$ cat src/rtl/pinbank_pkg.sv
package pinbank_pkg;

  // Strobes passed from the control module to the datapath.
  typedef struct packed {
    logic dirWe;   // load the direction register
    logic dataWe;  // load the data register
    logic rdDir;   // read of the direction address
    logic rdData;  // read of the data address
    logic freeze;  // software standby: hold the outputs
    logic clear;   // hardware standby: clear the registers
  } pinStrobe_t;

endpackage

$ cat src/rtl/pinbank_ctrl.sv
module pinbank_ctrl
  import pinbank_pkg::*;
#(
  parameter int ADDR_W = 24,
  parameter int DEC_W = 16,
  parameter logic [DEC_W-1:0] DIR_OFFSET = 16'hFFD4,
  parameter logic [DEC_W-1:0] DATA_OFFSET = 16'hFFD6
) (
  input  logic              hwStandby,
  input  logic              swStandby,
  input  logic [ADDR_W-1:0] busAddr,
  input  logic              busWr,
  input  logic              busRd,
  output pinStrobe_t        strobe
);

  logic [DEC_W-1:0] lowAddr;
  logic hitDir;
  logic hitData;
  logic wrAllowed;

  assign lowAddr = busAddr[DEC_W-1:0];

  always_comb begin
    hitDir = (lowAddr == DIR_OFFSET);
    hitData = (lowAddr == DATA_OFFSET);
    wrAllowed = busWr && !swStandby && !hwStandby;
    strobe.dirWe = wrAllowed && hitDir;
    strobe.dataWe = wrAllowed && hitData;
    strobe.rdDir = busRd && hitDir;
    strobe.rdData = busRd && hitData;
    strobe.freeze = swStandby && !hwStandby;
    strobe.clear = hwStandby;
  end

endmodule

$ cat src/rtl/pinbank_dpath.sv
module pinbank_dpath
  import pinbank_pkg::*;
#(
  parameter int WIDTH = 8,
  parameter int SYNC_STAGES = 2
) (
  input  logic             clk,
  input  logic             rstN,
  input  pinStrobe_t       strobe,
  input  logic [WIDTH-1:0] busWdata,
  input  logic [WIDTH-1:0] padIn,
  input  logic [WIDTH-1:0] pulseEn,
  input  logic [WIDTH-1:0] pulseVal,
  output logic [WIDTH-1:0] busRdata,
  output logic [WIDTH-1:0] padOe,
  output logic [WIDTH-1:0] padOut
);

  localparam logic [WIDTH-1:0] ALL_ONES = '1;

  logic [WIDTH-1:0] dirReg;
  logic [WIDTH-1:0] dataReg;
  logic [WIDTH-1:0] heldOut;
  logic [WIDTH-1:0] liveOut;
  logic [WIDTH-1:0] pinView;
  logic [WIDTH-1:0] syncQ [SYNC_STAGES];

  // Input synchronizer chain.
  always_ff @(posedge clk or negedge rstN) begin
    if (!rstN) syncQ[0] <= '0;
    else       syncQ[0] <= padIn;
  end

  for (genvar k = 1; k < SYNC_STAGES; k++) begin : gSync
    always_ff @(posedge clk or negedge rstN) begin
      if (!rstN) syncQ[k] <= '0;
      else       syncQ[k] <= syncQ[k-1];
    end
  end

  // Direction and data registers.
  always_ff @(posedge clk or negedge rstN) begin
    if (!rstN) begin
      dirReg <= '0;
      dataReg <= '0;
    end else if (strobe.clear) begin
      dirReg <= '0;
      dataReg <= '0;
    end else begin
      if (strobe.dirWe)  dirReg <= busWdata;
      if (strobe.dataWe) dataReg <= busWdata;
    end
  end

  // Per-pin source selection.
  for (genvar i = 0; i < WIDTH; i++) begin : gPin
    assign liveOut[i] = pulseEn[i] ? pulseVal[i] : dataReg[i];
    assign pinView[i] = dirReg[i] ? dataReg[i] : syncQ[SYNC_STAGES-1][i];
  end

  // Output hold register used across software standby.
  always_ff @(posedge clk or negedge rstN) begin
    if (!rstN)              heldOut <= '0;
    else if (!strobe.freeze) heldOut <= liveOut;
  end

  assign padOut = strobe.freeze ? heldOut : liveOut;
  assign padOe = dirReg;

  // Registered read data.
  always_ff @(posedge clk or negedge rstN) begin
    if (!rstN)              busRdata <= '0;
    else if (strobe.rdDir)  busRdata <= ALL_ONES;
    else if (strobe.rdData) busRdata <= pinView;
    else                    busRdata <= '0;
  end

endmodule

$ cat src/rtl/pinbank_port.sv
module pinbank_port
  import pinbank_pkg::*;
#(
  parameter int WIDTH = 8,
  parameter int ADDR_W = 24,
  parameter int SYNC_STAGES = 2,
  parameter logic [15:0] DIR_OFFSET = 16'hFFD4,
  parameter logic [15:0] DATA_OFFSET = 16'hFFD6
) (
  input  logic              clk,
  input  logic              rstN,
  input  logic              hwStandby,
  input  logic              swStandby,
  input  logic [ADDR_W-1:0] busAddr,
  input  logic              busWr,
  input  logic              busRd,
  input  logic [WIDTH-1:0]  busWdata,
  output logic [WIDTH-1:0]  busRdata,
  input  logic [WIDTH-1:0]  padIn,
  input  logic [WIDTH-1:0]  pulseEn,
  input  logic [WIDTH-1:0]  pulseVal,
  output logic [WIDTH-1:0]  padOe,
  output logic [WIDTH-1:0]  padOut
);

  pinStrobe_t strobe;

  pinbank_ctrl #(
    .ADDR_W(ADDR_W),
    .DEC_W(16),
    .DIR_OFFSET(DIR_OFFSET),
    .DATA_OFFSET(DATA_OFFSET)
  ) uCtrl (
    .hwStandby(hwStandby),
    .swStandby(swStandby),
    .busAddr(busAddr),
    .busWr(busWr),
    .busRd(busRd),
    .strobe(strobe)
  );

  pinbank_dpath #(
    .WIDTH(WIDTH),
    .SYNC_STAGES(SYNC_STAGES)
  ) uDpath (
    .clk(clk),
    .rstN(rstN),
    .strobe(strobe),
    .busWdata(busWdata),
    .padIn(padIn),
    .pulseEn(pulseEn),
    .pulseVal(pulseVal),
    .busRdata(busRdata),
    .padOe(padOe),
    .padOut(padOut)
  );

endmodule

$ cat config.mk
export PLATFORM = sky130hd
export DESIGN_NAME = pinbank_port
export DESIGN_NICKNAME = d
export VERILOG_FILES = /design/src/rtl/pinbank_pkg.sv /design/src/rtl/pinbank_ctrl.sv /design/src/rtl/pinbank_dpath.sv /design/src/rtl/pinbank_port.sv
export SDC_FILE = /design/constraint.sdc
export NUM_CORES = 1
export LEC_CHECK = 0
export ABC_AREA = 1
export ABC_CLOCK_PERIOD_IN_PS = 2300
export BUFFER_PORTS_ARGS = -buffer_cell sky130_fd_sc_hd__buf_2
export CAP_MARGIN = 20
export CORE_MARGIN = 3
export CORE_UTILIZATION = 30
export DETAILED_ROUTE_END_ITERATION = 10
export PLACE_DENSITY = 0.62
export RECOVER_POWER = 25
export SETUP_SLACK_MARGIN = 0.2
export SYNTH_ARGS = -nofsm -noshare
export SYNTH_HDL_FRONTEND = slang
export SYNTH_SLANG_ARGS = --single-unit
$ cat constraint.sdc
create_clock -name clk -period 2.3 [get_ports clk]
set_clock_uncertainty 0.05 [all_clocks]
set_input_delay 0.115 -clock clk [delete_from_list [all_inputs] [get_ports clk]]
set_output_delay 0.115 -clock clk [all_outputs]
set_load 0.005 [all_outputs]
==> out/results.ini <==
[setup_path]
cp_num_buf_inv=3
crit_slowest_cell=inv_2
start_kind=input pin
cp-end-kind=output pin
slowest_delay_ns=0.26
crit_top_cell=buf_2
path_class=in -> out
cp.required_ns=2.13
arrival_ns=1.26
critPathTopFamily=buffers and inverters
path_cells=buf_2 > inv_2 > nand2_2 > o211ai_1 > o21a_1 > buf_2
critPathMaxFanout=17

[power_and_ir_drop]
totalPowerFinal_mw=1.55
swShare_pct=22.9
p_sw_mw=0.355
comb_power_share_pct=10.6
pwr-share-clk_pct=32.7
pwr_density_cell_nw_per_um2=575
p_seq_share_pct=56.6
intPower_mw=1.19
leakage_nw=1.50
vdd_ir_drop_max_uv=300

[die]
core_area_um2=6490
die_x_um=88.6
start_util_pct=31.5
rows=29
die_area_um2=7850
ios=86
die_y_um=88.6

[sta]
final.setup.tns_ns=0
rsz0062_at_grt=false
whs_ns=0.0889
fin_crit_sh_pct=61.9
maxSlewViolCount=0
setup_viol=0
fmax_ghz=0.703
max_slew.worst_pin.slew_ns=0.604
period_minus_slack_ns=1.42
slew_headroom_pct=59.8
final-hold-violation-count=0
setup_slack_ns=0.877

[clock_network]
cts_buffer_depth=2
post_cts_resized=0
clk_latency_ns=0.29
worst_setup_hold_path_clk_slew_ns=0.08
numCtsBuffers=5
cts_max_level=2
cts_num_sinks=48
cts-root-buf=clkbuf_8
cts_tree=yes

[synth]
yosysMostFrequentCell=dfrtp_1
netlist_top_cells_count=dfrtp_1, nand2_1, nand3_1, inv_1, nor2_1
yosys_warnings=0
synth_area_um2=2050
seq_area_frac_synth_pct=58.7
synth.net_count=287
ys_types=20
synth_cells=225
synth_flop_cell=dfrtp_1
synth-edff-count=0
synth.largest_area_cell=dfrtp_1
ys_ff_latch=48
avgSynthCellArea_um2=9.09
synthTopCellsByArea=dfrtp_1, nand3_1, nand2_1
synth_top_area_share_pct=58.7
async_reset_ff_share_pct=100

[global_routing]
grt_pass1_vias=1732
grt_usage_pct=13.1
antenna_found_initial=0
overflow=0
grt_start_max_net_pins=22
grt_first_pass_wirelength_mm=7.86

[placement]
gp_congestion=0.751
pre_cts_ws_ns=0.859
port_buffers=77
dp_hpwl_mm=3.69

[cells_and_area]
area_growth_pct=31.4
drive_gt1_share_pct=29.4
antennaDiodeCount=0
fin_util_pct=41.4
nets=377

[outcome]
outcome=finished clean

[route]
drtIter0Drc=55
antenna_left=0
wire_per_inst_um=12.5
via_per_inst=4.51
first_pass_iters=4
route.detailed.drc=0
vias=1773
wl_mm=4.89

[flow_run]
maxCapViolations=0

[min_path]
hp-class=in -> reg

[worst reg2reg max path, delay by kind of cell (launching register included)]
| kind | cells | cell delay, ns |
|---|---|---|
| flops | 1 | 0.36 |
| buf+inv | 1 | 0.08 |
| compound gates | 2 | 0.35 |
[what timing repair did]
item	CTS	global route
endpoints found under the hold margin	56	0
setup endpoints to repair	0	0
buffers inserted	0	0
hold buffers	9	0
[metrics by stage]
step	std cells	cell area (um^2)
detailed placement	376	2510
finish	393	2690
global route	393	2690
global placement	376	2510
floorplan	225	2050
CTS	393	2690
[layout by cell type, fill, tap and decap left out, drive strengths merged]
cell	instances
buf	79
dfrtp	48
nand2	46
nand3	44
inv	28
nor2	28
dlygate4sd3	9
clkbuf	9
a21oi	8
o211ai	8
o21a	8
nand4	1
[cell families (layout without fill, tap and decap cells)]
logic type	after synthesis	in the layout	synth area share [%]
AO/OA/AOI/OAI	24	24	7.83
buffers and inverters	34	125	7.09
flip-flops	48	48	58.7
AND/OR/NAND/NOR	119	119	26.4
[routing by layer]
| layer | GRT usage, % | wire length [um] | vias to the layer above |
|---|---|---|---|
| li1 | - | - | 906 |
| met1 | 17.0 | 2220 | 806 |
| met2 | 21.8 | 2350 | 53 |
| met3 | 3.07 | 246 | 8 |
| met4 | 4.26 | 76 | 0 |
| met5 | 0 | 0 | - |
[sequential cells by signal (all words and copies together) (netlist names)]
signal           count
uDpath.syncQ        16
uDpath.busRdata      8
uDpath.dataReg       8
uDpath.heldOut       8
uDpath.padOe         8
[cell type report]
type / instances / area (um^2)
multi-input combinational: 143 / 699
timing repair buffer: 89 / 497
tap: 77 / 96.3
inverter: 28 / 105
clock buffer: 8 / 90.1
fill: 666 / 3810
sequential: 48 / 1200
[power by group through the flow]
stage | sequential, mW | combinational [mW] | clock (mW)
detailed placement | 0.893 | 0.156 | 0
global route | 0.879 | 0.188 | 0.557
global placement | 0.893 | 0.153 | 0
CTS | 0.876 | 0.168 | 0.526
floorplan | 0.891 | 0.0676 | 0
finish | 0.876 | 0.164 | 0.506
[final timing paths]
| check | start | to | slack [ns] | cells past startpoint |
|---|---|---|---|---|
| setup / recovery | hwStandby | padOut[1] | 0.88 | 6 |
| hold / removal | pulseEn[6] | uDpath.heldOut[6] | 0.09 | 3 |
| setup reg to reg | uDpath.dataReg[1] | uDpath.heldOut[1] | 1.41 | 3 |
| hold reg to reg | uDpath.syncQ[8] | uDpath.syncQ[0] | 0.30 | 0 |
| max in group asynchronous | rstN | uDpath.busRdata[1] | 1.21 | 3 |
| min in group asynchronous | rstN | uDpath.heldOut[6] | 0.28 | 2 |
(Power assumes the default switching activity.)
